**src/rtl/ldclk_pkg.sv**
```systemverilog
package ldclk_pkg;
    localparam int REG_W  = 12;
    localparam int CODE_W = 3;
    localparam int CNT_W  = 4;

    // control word bit positions
    localparam int B_RSV  = 3;
    localparam int B_LOCK = 4;
    localparam int B_CRST = 5;
    localparam int B_HOLD = 6;
    localparam int B_GATE = 9;

    localparam logic [REG_W-1:0] CFG_RESET = 12'h001;

    // non-linear ratio code to divide ratio
    function automatic logic [CNT_W-1:0] ratio_of(input logic [CODE_W-1:0] code);
        logic [CNT_W-1:0] r;
        case (code)
            3'd0:    r = CNT_W'(3);
            3'd1:    r = CNT_W'(4);
            3'd2:    r = CNT_W'(4);
            3'd3:    r = CNT_W'(5);
            3'd4:    r = CNT_W'(6);
            3'd5:    r = CNT_W'(8);
            3'd6:    r = CNT_W'(8);
            default: r = CNT_W'(10);
        endcase
        return r;
    endfunction
endpackage

```
**src/rtl/ldclk_ser_cfg.sv**
```systemverilog
module ldclk_ser_cfg
    import ldclk_pkg::*;
#(
    parameter int W = REG_W
) (
    input  logic         clk,
    input  logic         rst_n,
    input  logic         sdat_i,
    input  logic         sclk_i,
    input  logic         sload_i,
    output logic [W-1:0] cfg_o,
    output logic         locked_o
);
    typedef struct packed {
        logic         sclk;
        logic         sload;
        logic [W-1:0] sh;
        logic [W-1:0] cfg;
        logic         locked;
    } st_t;

    st_t st_d, st_q;
    logic shift_ev, load_ev;

    always_comb begin
        st_d       = st_q;
        st_d.sclk  = sclk_i;
        st_d.sload = sload_i;
        shift_ev   = sclk_i & ~st_q.sclk & ~st_q.locked;
        load_ev    = sload_i & ~st_q.sload & ~st_q.locked;
        if (shift_ev) begin
            st_d.sh = {sdat_i, st_q.sh[W-1:1]};
        end
        if (load_ev) begin
            st_d.cfg        = st_q.sh;
            st_d.cfg[B_RSV] = 1'b0;
            st_d.locked     = st_q.sh[B_LOCK];
        end
    end

    always_ff @(posedge clk) begin
        if (!rst_n) begin
            st_q.sclk   <= 1'b0;
            st_q.sload  <= 1'b0;
            st_q.sh     <= '0;
            st_q.cfg    <= W'(CFG_RESET);
            st_q.locked <= 1'b0;
        end else begin
            st_q <= st_d;
        end
    end

    assign cfg_o    = st_q.cfg;
    assign locked_o = st_q.locked;

    a_r8_cfg_frozen: assert property (@(posedge clk) disable iff (!rst_n)
        st_q.locked |=> $stable(st_q.cfg));
    a_r8_lock_sticky: assert property (@(posedge clk) disable iff (!rst_n)
        st_q.locked |=> st_q.locked);
    a_r3_rsv_zero: assert property (@(posedge clk) disable iff (!rst_n)
        load_ev |=> (cfg_o[B_RSV] == 1'b0));
    a_r11_load_copies: assert property (@(posedge clk) disable iff (!rst_n)
        (load_ev && !st_q.sh[B_RSV]) |=> (cfg_o == $past(st_q.sh)));
endmodule

```
**src/rtl/ldclk_ratio_div.sv**
```systemverilog
module ldclk_ratio_div
    import ldclk_pkg::*;
#(
    parameter int CW = CODE_W,
    parameter int NW = CNT_W
) (
    input  logic          clk,
    input  logic          rst_n,
    input  logic [CW-1:0] code_i,
    input  logic          crst_i,
    input  logic          gate_en_i,
    input  logic          blank_i,
    input  logic          locked_i,
    output logic          ld_o,
    output logic          ld_rise_o
);
    localparam logic [NW-1:0] RST_N = NW'(4);

    typedef struct packed {
        logic [NW-1:0] cnt;
        logic [NW-1:0] n;
        logic          ld;
    } st_t;

    st_t st_d, st_q;
    logic [NW-1:0] nsel, hi;
    logic          wrap, gated;

    always_comb begin
        st_d  = st_q;
        nsel  = ratio_of(code_i);
        wrap  = (st_q.cnt == st_q.n - 1'b1);
        gated = gate_en_i & blank_i;
        if (crst_i) begin
            st_d.n   = nsel;
            st_d.cnt = nsel - 1'b1;
        end else if (wrap) begin
            st_d.n   = nsel;
            st_d.cnt = '0;
        end else begin
            st_d.cnt = st_q.cnt + 1'b1;
        end
        hi        = st_d.n >> 1;
        st_d.ld   = (st_d.cnt < hi) & ~crst_i & ~gated & ~locked_i;
        ld_rise_o = st_d.ld & ~st_q.ld;
    end

    always_ff @(posedge clk) begin
        if (!rst_n) begin
            st_q.cnt <= RST_N - 1'b1;
            st_q.n   <= RST_N;
            st_q.ld  <= 1'b0;
        end else begin
            st_q <= st_d;
        end
    end

    assign ld_o = st_q.ld;

    a_r9_cnt_in_range: assert property (@(posedge clk) disable iff (!rst_n)
        st_q.cnt < st_q.n);
    a_r9_n_steady: assert property (@(posedge clk) disable iff (!rst_n)
        (!crst_i && st_q.cnt != st_q.n - 1'b1) |=> $stable(st_q.n));
    a_r6_blank_low: assert property (@(posedge clk) disable iff (!rst_n)
        (gate_en_i && blank_i) |=> !ld_o);
    a_r7_crst_low: assert property (@(posedge clk) disable iff (!rst_n)
        crst_i |=> !ld_o);
endmodule

```
**src/rtl/ldclk_pair.sv**
```systemverilog
module ldclk_pair (
    input  logic clk,
    input  logic rst_n,
    input  logic hold_i,
    input  logic ld_rise_i,
    output logic clk_p_o,
    output logic clk_n_o
);
    typedef struct packed {
        logic run;
        logic tog;
    } st_t;

    st_t st_d, st_q;

    always_comb begin
        st_d     = st_q;
        st_d.run = ~hold_i & (st_q.run | ld_rise_i);
        st_d.tog = st_d.run ? ~st_q.tog : 1'b1;
    end

    always_ff @(posedge clk) begin
        if (!rst_n) begin
            st_q.run <= 1'b1;
            st_q.tog <= 1'b1;
        end else begin
            st_q <= st_d;
        end
    end

    assign clk_p_o = st_q.tog;
    assign clk_n_o = ~st_q.tog;

    a_r4_hold_levels: assert property (@(posedge clk) disable iff (!rst_n)
        hold_i |=> (clk_p_o && !clk_n_o));
    a_r5_wait_for_ld: assert property (@(posedge clk) disable iff (!rst_n)
        (!st_q.run && !ld_rise_i) |=> (!st_q.run && clk_p_o));
    a_r10_toggle: assert property (@(posedge clk) disable iff (!rst_n)
        (st_q.run && !hold_i) |=> (clk_p_o != $past(clk_p_o)));
endmodule

```
**src/rtl/ldclk_divctl.sv**
```systemverilog
module ldclk_divctl
    import ldclk_pkg::*;
#(
    parameter int W  = REG_W,
    parameter int CW = CODE_W,
    parameter int NW = CNT_W
) (
    input  logic         clk,
    input  logic         rst_n,
    input  logic         ser_data_i,
    input  logic         ser_clk_i,
    input  logic         ser_load_i,
    input  logic         blank_i,
    output logic         clk_p_o,
    output logic         clk_n_o,
    output logic         ld_o,
    output logic [W-1:0] cfg_o
);
    logic [W-1:0] cfg;
    logic         locked, ld_rise, hold_eff;

    ldclk_ser_cfg #(.W(W)) u_cfg (
        .clk      (clk),
        .rst_n    (rst_n),
        .sdat_i   (ser_data_i),
        .sclk_i   (ser_clk_i),
        .sload_i  (ser_load_i),
        .cfg_o    (cfg),
        .locked_o (locked)
    );

    ldclk_ratio_div #(.CW(CW), .NW(NW)) u_div (
        .clk       (clk),
        .rst_n     (rst_n),
        .code_i    (cfg[CW-1:0]),
        .crst_i    (cfg[B_CRST]),
        .gate_en_i (cfg[B_GATE]),
        .blank_i   (blank_i),
        .locked_i  (locked),
        .ld_o      (ld_o),
        .ld_rise_o (ld_rise)
    );

    assign hold_eff = cfg[B_HOLD] | locked;

    ldclk_pair u_pair (
        .clk       (clk),
        .rst_n     (rst_n),
        .hold_i    (hold_eff),
        .ld_rise_i (ld_rise),
        .clk_p_o   (clk_p_o),
        .clk_n_o   (clk_n_o)
    );

    assign cfg_o = cfg;

    a_r8_locked_quiet: assert property (@(posedge clk) disable iff (!rst_n)
        locked |=> (!ld_o && clk_p_o && !clk_n_o));
endmodule

```
**config.mk**
```make
export PLATFORM = sky130hd
export DESIGN_NAME = ldclk_divctl
export DESIGN_NICKNAME = d
export VERILOG_FILES = /design/src/rtl/ldclk_pkg.sv /design/src/rtl/ldclk_ser_cfg.sv /design/src/rtl/ldclk_ratio_div.sv /design/src/rtl/ldclk_pair.sv /design/src/rtl/ldclk_divctl.sv
export SDC_FILE = /design/constraint.sdc
export NUM_CORES = 1
export LEC_CHECK = 0
export CORE_MARGIN = 1.5
export CORE_UTILIZATION = 26
export DETAILED_ROUTE_END_ITERATION = 12
export PLACE_DENSITY = 0.54
export SYNTH_ARGS = -nofsm -noshare
export SYNTH_HDL_FRONTEND = slang
export SYNTH_SLANG_ARGS = --single-unit
```
**constraint.sdc**
```tcl
create_clock -name clk -period 3.8 [get_ports clk]
set_clock_uncertainty 0.05 [all_clocks]
set_input_delay 0.57 -clock clk [delete_from_list [all_inputs] [get_ports clk]]
set_output_delay 0.57 -clock clk [all_outputs]
set_load 0.005 [all_outputs]
```
Yosys cells after proc, flatten, opt, wreduce, memory -nomap -nowiden
Index checks and enable logic that the tools add are counted.
Cells by class
  bitwise operators: 20
  mux-type cells: 4
  $mul: 0
  magnitude comparators: 1
  equality and inequality tests: 7
  shift-type cells: 0
  reduce and logical (&&, ||, !) cells: 5
  $add $sub $neg: 3
  div/mod/pow operators: 0
Operators by type and width (count)
  $pmux W4 S5: 1
  $and A1 B1 Y1: 10
  $eq A3 B3 Y1 const B: 3
  $mux W4: 2
  $mux W8: 1
  $not A1 Y1: 8
  $sub A4 B1 Y4 const B: 2
  $eq A3 B2 Y1 const B: 2
  $add A4 B1 Y4 const B: 1
  $eq A4 B4 Y1: 1
  $lt A4 B3 Y1: 1
  $reduce_or A2 Y1: 2
  $eq A3 B1 Y1 const B: 1
  $logic_not A3 Y1: 1
  $or A1 B1 Y1: 2
  $reduce_and A2 Y1: 1
  $reduce_bool A2 Y1: 1
Word-level totals
  memories kept: 0
  bits in read-only memories: 0
  bits in registers: 37
  RAM bits: 0
  bits in latches: 0
  word-level logic and storage cells: 51
  bits of input ports: 6
  output and inout bits: 15

Logic depth before layout (Yosys ltp)
Gate-level depths: netlist of run 1.
  word-level depth: 13
  gate-level depth with buffers: 11
  depth with buffers taken out: 11

Modules after synthesis
A second synthesis of run 1 with hierarchy kept.
Second synthesis, totals
  cell total of the unflattened synthesis: 174
  area, all modules: 1724.2 sq um
Modules (own cells, without submodules)
  ldclk_ser_cfg: cells an instance 95, instances 1, sequential area each 500.5 sq um, area an instance 998.5 sq um
  ldclk_ratio_div: cells an instance 71, instances 1, sequential area each 180.2 sq um, area an instance 656.9 sq um
  ldclk_pair: cells an instance 7, instances 1, sequential area each 40.0 sq um, area an instance 62.6 sq um
  ldclk_divctl: cells an instance 1, instances 1, sequential area each 0.0 sq um, area an instance 6.3 sq um

Least setup slack after synthesis of run 1
No wires, ideal clock.
  kind: flip-flop to flip-flop
  from: register u_div.st_q[1] (netlist name)
  to: register u_pair.st_q, in the netlist u_pair.clk_p_o
  period minus slack after synthesis: 2.964 ns
  buffers on the path: 0
  setup time: 0.125 ns
  arrival: 2.789 ns
  slack: 0.836 ns
  data required time: 3.625 ns
  cell stages (with the launch flop): 12
  cell sequence: dfxtp_1 inv_1 ha_1 xor2_1 nand3_1 o21ai_2 mux2i_1 ha_1 or4_1 a221oi_1 o21ai_1 o41a_1
Between the ends
  longest elaborated chain between the ends: 12
  elaborated cells between the ends (all ways): 13
  classes of those cells: add/sub (1); order compare (1); eq/ne (1); mux (3); bitwise (6); reduce/logical (1)
RTL lines
  start: declaration: RTL line ldclk_ratio_div.sv:25  | st_t st_d, st_q;
  start signal: assignment: RTL line ldclk_ratio_div.sv:54  | st_q <= st_d;
  $sub A4 B1 Y4 (*): RTL line ldclk_ratio_div.sv:32  | wrap = (st_q.cnt == st_q.n - 1'b1);
  $eq A4 B4 Y1 (*): RTL line ldclk_ratio_div.sv:32
  $mux W4: RTL line ldclk_ratio_div.sv:37  | end else if (wrap) begin
  $mux W8 (*): RTL line ldclk_ratio_div.sv:34  | if (crst_i) begin
  $lt A4 B3 Y1 (*): RTL line ldclk_ratio_div.sv:44  | st_d.ld = (st_d.cnt < hi) & ~crst_i & ~gated & ~locked_i;
  $and A1 B1 Y1 (*) (3 in series): RTL line ldclk_ratio_div.sv:44
  $and A1 B1 Y1 (*): RTL line ldclk_ratio_div.sv:45  | ld_rise_o = st_d.ld & ~st_q.ld;
  $or A1 B1 Y1 (*): RTL line ldclk_pair.sv:18  | st_d.run = ~hold_i & (st_q.run | ld_rise_i);
  $and A1 B1 Y1 (*): RTL line ldclk_pair.sv:18
  $reduce_and A2 Y1 (no line) (*)
  end signal: assignment: RTL line ldclk_pair.sv:27  | st_q <= st_d;
  end: declaration: RTL line ldclk_pair.sv:14  | st_t st_d, st_q;
Every way passes the cells marked *; elsewhere a longest branch is shown, timed or not. The select of a mux whose other input is x is not followed.
A chain may end at the register's enable or synchronous reset.

==> impl_results.md, run 1 <==
* Run status: finished clean
* Total standard cell area after synthesis at 1630 µm²
* CTS buffer count at 5
* Root buffer cell: sky130_fd_sc_hd__clkbuf_8
* Floorplan die height at 82.3 µm
* Fraction of registers with async set or reset after synthesis at 0%
* Share of layout cells above drive strength 1 at around 6.6%
* Number of nets in the layout at 208
* Number of diodes added for antenna fixing at 0
* Mux contribution to synthesized area at 6.74%
* Worst path buffer plus inverter count at 1
* Cell types with the highest counts after synthesis: sky130_fd_sc_hd__dfxtp_1 (36), sky130_fd_sc_hd__nand2_1 (29), sky130_fd_sc_hd__nor2_1 (24), sky130_fd_sc_hd__a21oi_1 (16), sky130_fd_sc_hd__buf_4 (12)
* Std cell rows at 28
* Width of the die at 82.3 µm
* Highest layer used for signal routing: met4
* Finished layout cell area at 1930 µm²
* Post-Route WL at 3.23 mm
* Area share of and/or/nand/nor cells after synthesis at between 10% and 20%
* Hold-critical path depth at 2
* Post-CTS setup buffers at 0
* Total number of clock tree sinks at 36
* Initial core utilization at 27.3%
* Setup TNS at 0 ns
* Met3 Wirelength at 117 µm
* Setup repair after global routing missed its margin: no
* Xor/xnor cell area share of the yosys netlist at 6.74%
* Top cell family by delay on the critical path: compound AO/OA/AOI/OAI gates
* Cells along the critical path: inv_1 -> ha_1 -> xor2_1 -> nand3_1 -> o21ai_2 -> o22ai_1 -> ha_1 -> or4_1 -> a221oi_1 -> o21ai_1 -> o41a_1
* Post-Synthesis Cells at 187
* First-pass GRT wire length at 5.57 mm
* Biggest area consumer among synthesized cells: sky130_fd_sc_hd__dfxtp_1
* Library cells used by synthesis at 37
* Detailed route wirelength on metal2 at 1.49 mm
* Worst setup EP type: flip-flop
* Final-report max-slew violation count at 0
* Vias in the first global route at 1210
* Power density over cell area at roughly 640 nW/µm²
* Number of I/O port buffers at 19
* Endpoints failing hold at 0
* Post-detailed-route DRC marker count at 0
* Leading post-synthesis cells by cell area: sky130_fd_sc_hd__dfxtp_1 (44%), sky130_fd_sc_hd__mux2i_1 (6.7%), sky130_fd_sc_hd__nand2_1 (6.7%)
* Area growth from synthesis to layout at 18.2%
* Share of synthesized area occupied by flip-flops and latches at 44.1%
* Total number of yosys warnings at 0
* GRT Overall Usage at 11.0%
* Most frequent cell on the critical path: sky130_fd_sc_hd__ha_1
* Post-Synth Adder-Cell Area at 3.83%
* Count of vias placed by the detailed router at between 1000 and 1500
* Avg Vias per Cell at 4.47
* Largest family of logic cells by synthesized area: simple AND/OR/NAND/NOR gates
* Pre-CTS setup slack at 0.565 ns
* Max H-tree Level at 2
* Max cap viols at 0
* Antenna violations before repair at 0
* Final setup margin at 0.562 ns
* Most frequently used cell type in the post-synthesis netlist: sky130_fd_sc_hd__dfxtp_1
* Antenna violation net count after detailed routing at 0
* Post-cts repair resize count at 0
* CP peak stage delay at 0.46 ns
* Post-Synthesis Mean Instance Area at 8.74 µm²
* Area enclosed by the die boundary at 6770 µm²
* Complex-gate fraction of the synthesized area at 11.8%
* Cell count along the critical path at 11
* Leakage at around 0.74 nW
* Post-detailed-placement half-perimeter wirelength at ~2.3 mm
* Hold-fix buffers at CTS at 0
* Largest fanout of any net on the critical path at 8
* Last weighted congestion value of the routability-driven placer at 0.830
* Cell with the largest stage delay on the worst path: sky130_fd_sc_hd__or4_1
* Pre-Repair DR Iteration Count at 4
* Ports placed on the boundary at 21
* Net count of the mapped netlist at 198
* Worst vdd rail ir drop at ~0.00021 V
* Placed standard-cell area at 1820 µm²
* Most frequently used flop master after synthesis: sky130_fd_sc_hd__dfxtp_1
* Overall power after layout at 1.23 mW
* Class of the most critical hold timing path: reg2reg
* Number of setup violations in the final report at 0
* Clock-pin slew of the registers on the worst-case setup and hold paths at 0.07 ns
* Maximum number of pins on one net before global-route repair at 29
* TritonCTS clock tree: yes
* Category of the most critical setup path: reg2reg
* Data required time at the worst endpoint at 3.92 ns
* Post-route fraction of the period consumed by the critical path at 85.2%
* Startpoint Class: flip-flop
* Number of flops mapped to enable cells by yosys at 0
* Synth Register Bits at 36
* Largest buffer count on any clock path at 2
* CP Data Arrival Time at 3.36 ns
* Overflow left after global routing at 0
* Final period demand of the worst path at around 3.2 ns
* Area of the core region at around 6000 µm²
* Yosys top cell area share at roughly 44%
* Drt wl/cell at 11.8 µm
* Fmax at 0.309 GHz
* Count of cells along the worst register-to-register path at 11
* Worst-Skew Late Latency at between 0.2 and 0.3 ns
* Length of routed wiring on met1 at 1.57 mm
* Violation count after the first detailed-routing iteration at 79
## kinds of logic (layout without fill, tap and decap cells)
family / after synthesis / count (layout)
mux: 11 / 11
buf+inv: 26 / 37
fa+ha+maj: 5 / 5
flops: 36 / 36
other cells: 1 / 1
compound gates: 30 / 30
simple gates: 67 / 67
xor+xnor: 11 / 11
## metrics by stage
step                      hold WS [ns]  cells  util, %
final                            0.403    273     32.2
after global routing             0.449    273     32.2
after CTS                        0.411    273     32.2
after detailed placement         0.398    265     30.5
after global placement           0.395    265     30.5
after floorplan                  0.382    187        -
## power by group
group	total, mW	internal, mW	switching, mW
Combinational	0.451	0.224	0.227
Sequential	0.456	0.418	0.0384
Clock	0.327	0.195	0.132
Total	1.23	0.836	0.397
## flip-flops by register name, indices dropped and copies added, names as in the netlist
name            count
u_pair.st_q         1
u_div.st_q          8
u_pair.clk_p_o      1
u_cfg.cfg_o        11
u_cfg.st_q         14
u_div.ld_o          1
## worst min-delay path, cell delays in order (launching register included)
cell and delay, ns:
sky130_fd_sc_hd__dfxtp_1 0.31, sky130_fd_sc_hd__nand2_1 0.05, sky130_fd_sc_hd__a21oi_1 0.05
## path summary, 6_finish.rpt
| check | end | slack [ns] | from |
|---|---|---|---|
| setup / recovery | u_pair.clk_p_o | 0.56 | u_div.st_q[1] |
| hold / removal | u_cfg.st_q[15] | 0.40 | u_cfg.st_q[16] |
| setup reg to reg | u_pair.clk_p_o | 0.56 | u_div.st_q[1] |
| hold reg to reg | u_cfg.st_q[15] | 0.40 | u_cfg.st_q[16] |
## layer usage
metal  global-route usage, %  up-vias
li1                        -      639
met1                    13.7      555
met2                    17.0       22
met3                    4.07        5
met4                    4.92        0
met5                       0        -
## placed cells by master, fill, tap and decap left out, types with 2 or more instances in the layout
master and n:
sky130_fd_sc_hd__and3_1 2, sky130_fd_sc_hd__xnor2_1 5, sky130_fd_sc_hd__nand2_1 29, sky130_fd_sc_hd__xor2_1 5, sky130_fd_sc_hd__a21oi_1 16, sky130_fd_sc_hd__clkbuf_8 5
sky130_fd_sc_hd__nor2_1 24, sky130_fd_sc_hd__buf_4 2, sky130_fd_sc_hd__clkdlybuf4s50_1 19, sky130_fd_sc_hd__nand3_1 2, sky130_fd_sc_hd__and2_1 4, sky130_fd_sc_hd__inv_1 7
sky130_fd_sc_hd__ha_1 5, sky130_fd_sc_hd__dfxtp_1 36, sky130_fd_sc_hd__a31oi_1 2, sky130_fd_sc_hd__mux2i_1 11
## cell type report
class                   count  area [µm²]
clock inverters             2        35.0
flip-flops and latches     36         721
inverters                   8        30.0
clock buffers               6        72.6
fillers                   627        4060
well taps                  75        93.8
repair buffers             21         205
multi-input cells         125         774
No activity file was read; power rests on OpenSTA's default activity.
==> inputs of run 2 (changes only) <==
--- a/config.mk
+++ b/config.mk
@@ -7,6 +7,7 @@
 export LEC_CHECK = 0
 export CORE_MARGIN = 1.5
 export CORE_UTILIZATION = 26
+export CTS_BUF_LIST = sky130_fd_sc_hd__clkbuf_4 sky130_fd_sc_hd__clkbuf_8 sky130_fd_sc_hd__clkbuf_16
 export DETAILED_ROUTE_END_ITERATION = 12
 export PLACE_DENSITY = 0.54
 export SYNTH_ARGS = -nofsm -noshare
==> impl_results.md, run 2 (synthesized netlist as in run 1, its figures left out) <==
* Commonest non-fill, non-tap cell in the layout: sky130_fd_sc_hd__dfxtp_1 (unchanged)
* Placed standard-cell area at 1820 µm² (unchanged)
* Hold-critical path depth at 2 (unchanged)
* Category of the most critical setup path: reg2reg (unchanged)
* Final-report max-slew violation count at 0 (unchanged)
* Part of the power in combinational logic at 36.3% (was 36.5%)
* Maximum number of pins on one net before global-route repair at 29 (unchanged)
* CP Data Arrival Time at 3.36 ns (about the same)
* Run status: finished clean (unchanged)
* Endpoints failing hold at 0 (unchanged)
* Net switching power at 0.397 mW (about the same)
* Part of the power in registers at 36.8% (was 37.0%)
* Pre-CTS setup slack at 0.565 ns (unchanged)
* Violation count after the first detailed-routing iteration at 79 (unchanged)
* Number of I/O port buffers at 19 (unchanged)
* Portion of total power attributed to the clock network at 26.9% (was 26.5%)
* Worst reg2reg path endpoint: u_pair.clk_p_o (unchanged)
* Avg Vias per Cell at 4.47 (unchanged)
* Antenna violations before repair at 0 (unchanged)
* Share of layout cells above drive strength 1 at 7.07% (was 6.57%)
* Count of vias placed by the detailed router at 1221 (unchanged)
* Ports placed on the boundary at 21 (unchanged)
* Drt wl/cell at 11.8 µm (unchanged)
* Number of diodes added for antenna fixing at 0 (unchanged)
* Vias in the first global route at 1211 (was 1210)
* Worst vdd rail ir drop at 0.000208 V (about the same)
* Overflow left after global routing at 0 (unchanged)
* Overall power after layout at 1.24 mW (was 1.23 mW)
* Worst setup EP type: flip-flop (unchanged)
* Number of setup violations in the final report at 0 (unchanged)
* Data required time at the worst endpoint at 3.92 ns (about the same)
* Initial core utilization at 27.3% (unchanged)
* Worst Hold End: u_cfg.st_q[15] (unchanged)
* Startpoint of the most critical hold path: u_cfg.st_q[16] (unchanged)
* Clock-pin slew of the registers on the worst-case setup and hold paths at 0.07 ns (about the same)
* Launching point of the worst reg2reg path: u_div.st_q[1] (unchanged)
* Finished layout cell area at 1940 µm² (was 1930 µm²)
* Hold-fix buffers at CTS at 0 (unchanged)
* Antenna violation net count after detailed routing at 0 (unchanged)
* Int Power at 0.843 mW (was 0.836 mW)
* Total number of clock tree sinks at 36 (unchanged)
* Width of the die at 82.3 µm (unchanged)
* Top register by number of flip-flops: u_cfg.st_q (unchanged)
* First-pass GRT wire length at 5.57 mm (unchanged)
* Power density over cell area at 641 nW/µm² (was 638 nW/µm²)
* TritonCTS clock tree: yes (unchanged)
* Fmax at 0.309 GHz (about the same)
* Startpoint Class: flip-flop (unchanged)
* Max cap viols at 0 (unchanged)
* Last weighted congestion value of the routability-driven placer at 0.830 (unchanged)
* Setup TNS at 0 ns (unchanged)
* Leakage at 0.743 nW (was 0.740 nW)
* GRT Overall Usage at 11.0% (unchanged)
* Final period demand of the worst path at 3.24 ns (about the same)
* Number of flip-flops under the largest register name at 14 (unchanged)
* Post-route fraction of the period consumed by the critical path at 85.2% (about the same)
* Worst-Skew Late Latency at 0.28 ns (about the same)
* Max H-tree Level at 2 (unchanged)
* Std cell rows at 28 (unchanged)
* Post-detailed-route DRC marker count at 0 (unchanged)
* Area growth from synthesis to layout at 18.5% (was 18.2%)
* Switching part of the total power at 32.0% (was 32.2%)
* Pre-Repair DR Iteration Count at 4 (unchanged)
* Class of the most critical hold timing path: reg2reg (unchanged)
* Worst reg2reg setup slack at 0.56 ns (about the same)
* Setup repair after global routing missed its margin: no (unchanged)
* Floorplan die height at 82.3 µm (unchanged)
* Largest buffer count on any clock path at 2 (unchanged)
* Post-CTS setup buffers at 0 (unchanged)
* Count of cells along the worst register-to-register path at 11 (unchanged)
* Final setup margin at 0.561 ns (was 0.562 ns)
* Number of nets in the layout at 208 (unchanged)
* Top library cells by usage in the layout, fill and taps aside: sky130_fd_sc_hd__dfxtp_1 (36), sky130_fd_sc_hd__nand2_1 (29), sky130_fd_sc_hd__nor2_1 (24) (unchanged)
* Post-detailed-placement half-perimeter wirelength at 2.34 mm (unchanged)
* Post-Route WL at 3.23 mm (unchanged)
* CTS buffer count at 5 (unchanged)
* Area of the core region at 5990 µm² (unchanged)
* Post-cts repair resize count at 0 (unchanged)
* Largest fanout of any net on the critical path at 8 (unchanged)
* Filler cell count at 630 (was 627)
* Area enclosed by the die boundary at 6770 µm² (unchanged)
* Root buffer cell: sky130_fd_sc_hd__clkbuf_8 (unchanged)
-- run 2: cell counts in the layout (fill, tap and decap cells not counted) --
No cell type changed its count.
-- run 2: per-stage QoR --
step	hold slack, ns	utilization (%)	cells
after floorplan	0.382	-	187
after global placement	0.395	30.5	265
after detailed placement	0.398	30.5	265
after CTS	0.410	32.3	273
after global routing	0.449	32.3	273
final	0.403	32.3	273
-- run 2: power groups by stage --
stage,Sequential [mW],Combinational [mW],Clock [mW]
3_5_place_dp,0.466,0.450,0
6_report,0.456,0.451,0.334
4_1_cts,0.457,0.454,0.347
3_3_place_gp,0.464,0.459,0
2_1_floorplan,0.456,0.348,0
5_1_grt,0.463,0.505,0.367
-- run 2: worst max-delay path, cell delays in order (launching register included) --
cell	delay [ns]
sky130_fd_sc_hd__dfxtp_1	0.40
sky130_fd_sc_hd__inv_1	0.06
sky130_fd_sc_hd__ha_1	0.30
sky130_fd_sc_hd__xor2_1	0.18
sky130_fd_sc_hd__nand3_1	0.15
sky130_fd_sc_hd__o21ai_2	0.37
sky130_fd_sc_hd__o22ai_1	0.20
sky130_fd_sc_hd__ha_1	0.21
sky130_fd_sc_hd__or4_1	0.46
sky130_fd_sc_hd__a221oi_1	0.21
sky130_fd_sc_hd__o21ai_1	0.15
sky130_fd_sc_hd__o41a_1	0.38
-- run 2: routing by layer --
layer	wire length, µm	GRT usage [%]	part of all wire (%)	up-vias
met2	1490	17.0	46	22
met4	52	4.92	1.6	0
met3	117	4.07	3.6	5
li1	-	-	-	639
met1	1570	13.7	48	555
met5	0	0	0	-
-- run 2: area by class of cell --
cell class                      count  area, µm²  share of cell area [%]
Sequential cell                    36        721                    37.2
Tap cell                           75       93.8                    4.85
Timing Repair Buffer               21        205                    10.6
Multi-Input combinational cell    125        774                    40.0
Clock inverter                      2       35.0                    1.81
Clock buffer                        6       76.3                    3.94
Inverter                            8       30.0                    1.55
-- run 2: worst max path at each step --
stage,startpoint,endpoint,slack (ns),cells after the start
after detailed placement,u_div.st_q[1],u_pair.clk_p_o,0.56,11
after floorplan,u_div.st_q[1],u_pair.clk_p_o,0.84,11
after global routing,u_div.st_q[1],u_pair.clk_p_o,0.30,11
after global placement,u_div.st_q[1],u_pair.clk_p_o,0.67,11
after CTS,u_div.st_q[1],u_pair.clk_p_o,0.55,11
final,u_div.st_q[1],u_pair.clk_p_o,0.56,11
==> inputs of run 3 (changes only) <==
--- a/config.mk
+++ b/config.mk
@@ -5,7 +5,7 @@
 export SDC_FILE = /design/constraint.sdc
 export NUM_CORES = 1
 export LEC_CHECK = 0
-export CORE_MARGIN = 1.5
+export CORE_MARGIN = 4
 export CORE_UTILIZATION = 26
 export CTS_BUF_LIST = sky130_fd_sc_hd__clkbuf_4 sky130_fd_sc_hd__clkbuf_8 sky130_fd_sc_hd__clkbuf_16
 export DETAILED_ROUTE_END_ITERATION = 12
==> constraint.sdc (replaced) <==
create_clock -name clk -period 3.8 [get_ports clk]
set_clock_uncertainty 0.05 [all_clocks]
set_input_delay 0.57 -clock clk [delete_from_list [all_inputs] [get_ports clk]]
set_output_delay 0.57 -clock clk [all_outputs]
set_load 0.02 [all_outputs]
==> impl_results.md, run 3 (synthesized netlist as in run 1, its figures left out) <==
* Total area of multi-input combinational cells at 774 µm² (unchanged)
* Area enclosed by the die boundary at 7620 µm² (was 6770 µm²)
* Max cap viols at 0 (unchanged)
* Post-cts repair resize count at 0 (unchanged)
* First-pass GRT wire length at 5.69 mm (was 5.57 mm)
* Cells along the critical path: inv_1 -> ha_1 -> xor2_1 -> nand3_1 -> o21ai_2 -> o22ai_1 -> ha_1 -> or4_1 -> a221oi_1 -> o21ai_1 -> o41a_1 (unchanged)
* Initial core utilization at 27.1% (was 27.3%)
* Commonest non-fill, non-tap cell in the layout: sky130_fd_sc_hd__dfxtp_1 (unchanged)
* Worst path buffer plus inverter count at 1 (unchanged)
* TritonCTS clock tree: yes (unchanged)
* Cell with the largest stage delay on the worst path: sky130_fd_sc_hd__or4_1 (unchanged)
* Class of the most critical hold timing path: reg2reg (unchanged)
* Number of nets in the layout at 209 (was 208)
* Antenna violation net count after detailed routing at 0 (unchanged)
* GRT Overall Usage at 9.78% (was 11.0%)
* Setup repair after global routing missed its margin: no (unchanged)
* Fmax at 0.308 GHz (was 0.309 GHz)
* Filler cell count at 639 (was 630)
* Data required time at the worst endpoint at 3.92 ns (about the same)
* Violation count after the first detailed-routing iteration at 50 (was 79)
* Count of vias placed by the detailed router at 1215 (was 1221)
* Std cell rows at 28 (unchanged)
* Antenna violations before repair at 0 (unchanged)
* Total number of clock tree sinks at 36 (unchanged)
* Ports placed on the boundary at 21 (unchanged)
* Largest buffer count on any clock path at 2 (unchanged)
* Most frequent cell on the critical path: sky130_fd_sc_hd__ha_1 (unchanged)
* Number of setup violations in the final report at 0 (unchanged)
* Seq. cell area at 721 µm² (unchanged)
* Max H-tree Level at 2 (unchanged)
* Width of the die at 87.3 µm (was 82.3 µm)
* Number of diodes added for antenna fixing at 0 (unchanged)
* Leakage at 0.754 nW (was 0.743 nW)
* Post-Route WL at 3.34 mm (was 3.23 mm)
* Number of I/O port buffers at 19 (unchanged)
* Share of layout cells above drive strength 1 at 7.54% (was 7.07%)
* Power density over cell area at 664 nW/µm² (was 641 nW/µm²)
* Maximum number of pins on one net before global-route repair at 29 (unchanged)
* Final cell count without fillers at 274 (was 273)
* Clock-pin slew of the registers on the worst-case setup and hold paths at 0.07 ns (about the same)
* Final period demand of the worst path at 3.25 ns (was 3.24 ns)
* Post-detailed-placement half-perimeter wirelength at 2.39 mm (was 2.34 mm)
* Post-Place Cells at 266 (was 265)
* Startpoint Class: flip-flop (unchanged)
* CP Data Arrival Time at 3.37 ns (was 3.36 ns)
* Area of the core region at 6030 µm² (was 5990 µm²)
* Avg Vias per Cell at 4.43 (was 4.47)
* Top register by number of flip-flops: u_cfg.st_q (unchanged)
* Post-route fraction of the period consumed by the critical path at 85.5% (was 85.2%)
* Hold-fix buffers at CTS at 0 (unchanged)
* Worst setup EP type: flip-flop (unchanged)
* CP peak stage delay at 0.46 ns (about the same)
* Post-CTS setup buffers at 0 (unchanged)
* Endpoints failing hold at 0 (unchanged)
* Last weighted congestion value of the routability-driven placer at 0.833 (was 0.830)
* Top library cells by usage in the layout, fill and taps aside: sky130_fd_sc_hd__dfxtp_1 (36), sky130_fd_sc_hd__nand2_1 (29), sky130_fd_sc_hd__nor2_1 (24) (unchanged)
* Final-report max-slew violation count at 0 (unchanged)
* Worst-Skew Late Latency at 0.29 ns (was 0.28 ns)
* Floorplan die height at 87.3 µm (was 82.3 µm)
* Top cell family by delay on the critical path: compound AO/OA/AOI/OAI gates (unchanged)
* Root buffer cell: sky130_fd_sc_hd__clkbuf_8 (unchanged)
* Overflow left after global routing at 0 (unchanged)
* Vias in the first global route at 1162 (was 1211)
* Category of the most critical setup path: reg2reg (unchanged)
* Setup TNS at 0 ns (unchanged)
* Worst vdd rail ir drop at 0.000199 V (was 0.000208 V)
* Pre-Repair DR Iteration Count at 4 (unchanged)
* Run status: finished clean (unchanged)
* Largest fanout of any net on the critical path at 8 (unchanged)
* Post-detailed-route DRC marker count at 0 (unchanged)
* CTS buffer count at 5 (unchanged)
* Number of flip-flops under the largest register name at 14 (unchanged)
* Drt wl/cell at 12.2 µm (was 11.8 µm)
* Area growth from synthesis to layout at 19.8% (was 18.5%)
run 3: changes by cell type in the layout (fill, tap and decap cells not counted):
cell / delta
sky130_fd_sc_hd__buf_4: +1
sky130_fd_sc_hd__clkbuf_4: -1
sky130_fd_sc_hd__clkbuf_8: +2
sky130_fd_sc_hd__clkinv_2: -1
run 3: stage by stage:
step,worst slack (ns),area (µm²),power (mW),utilization [%],hold slack (ns)
2_1_floorplan,0.836,1630,0.823,-,0.382
3_3_place_gp,0.657,1830,0.945,30.4,0.389
3_5_place_dp,0.574,1830,0.942,30.4,0.395
4_1_cts,0.573,1960,1.32,32.5,0.406
5_1_grt,0.348,1960,1.39,32.5,0.433
6_report,0.552,1960,1.30,32.5,0.404
run 3: tightest hold or removal path, delay by kind of cell (launching register included):
family           cells  cell delay (ns)
AO/OA/AOI/OAI        1             0.05
AND/OR/NAND/NOR      1             0.05
flip-flops           1             0.31
run 3: final timing paths:
kind	start	endpoint	slack (ns)	cells after the start
worst min-delay path	u_cfg.st_q[16]	u_cfg.st_q[15]	0.40	2
worst min register to register	u_cfg.st_q[16]	u_cfg.st_q[15]	0.40	2
worst max-delay path	u_div.st_q[1]	u_pair.clk_p_o	0.55	11
worst max register to register	u_div.st_q[1]	u_pair.clk_p_o	0.55	11
run 3: cell type report:
| cell class | instances | share of cell area, % |
|---|---|---|
| Timing Repair Buffer | 22 | 10.9 |
| Tap cell | 75 | 4.79 |
| Sequential cell | 36 | 36.8 |
| Clock inverter | 1 | 1.53 |
| Multi-Input combinational cell | 125 | 39.6 |
| Clock buffer | 7 | 4.92 |
| Inverter | 8 | 1.53 |
run 3: power breakdown:
| group | internal [mW] | total [mW] | switching [mW] |
|---|---|---|---|
| clock network | 0.232 | 0.367 | 0.136 |
| logic | 0.224 | 0.475 | 0.252 |
| registers | 0.418 | 0.457 | 0.0390 |
| total | 0.873 | 1.30 | 0.426 |
run 3: metal layers:
metal	routed length (µm)	part of all wire, %	global-route usage (%)
met4	59	1.8	4.18
met5	0	0	0
met2	1530	46	14.5
met3	193	5.8	3.50
met1	1560	47	12.7
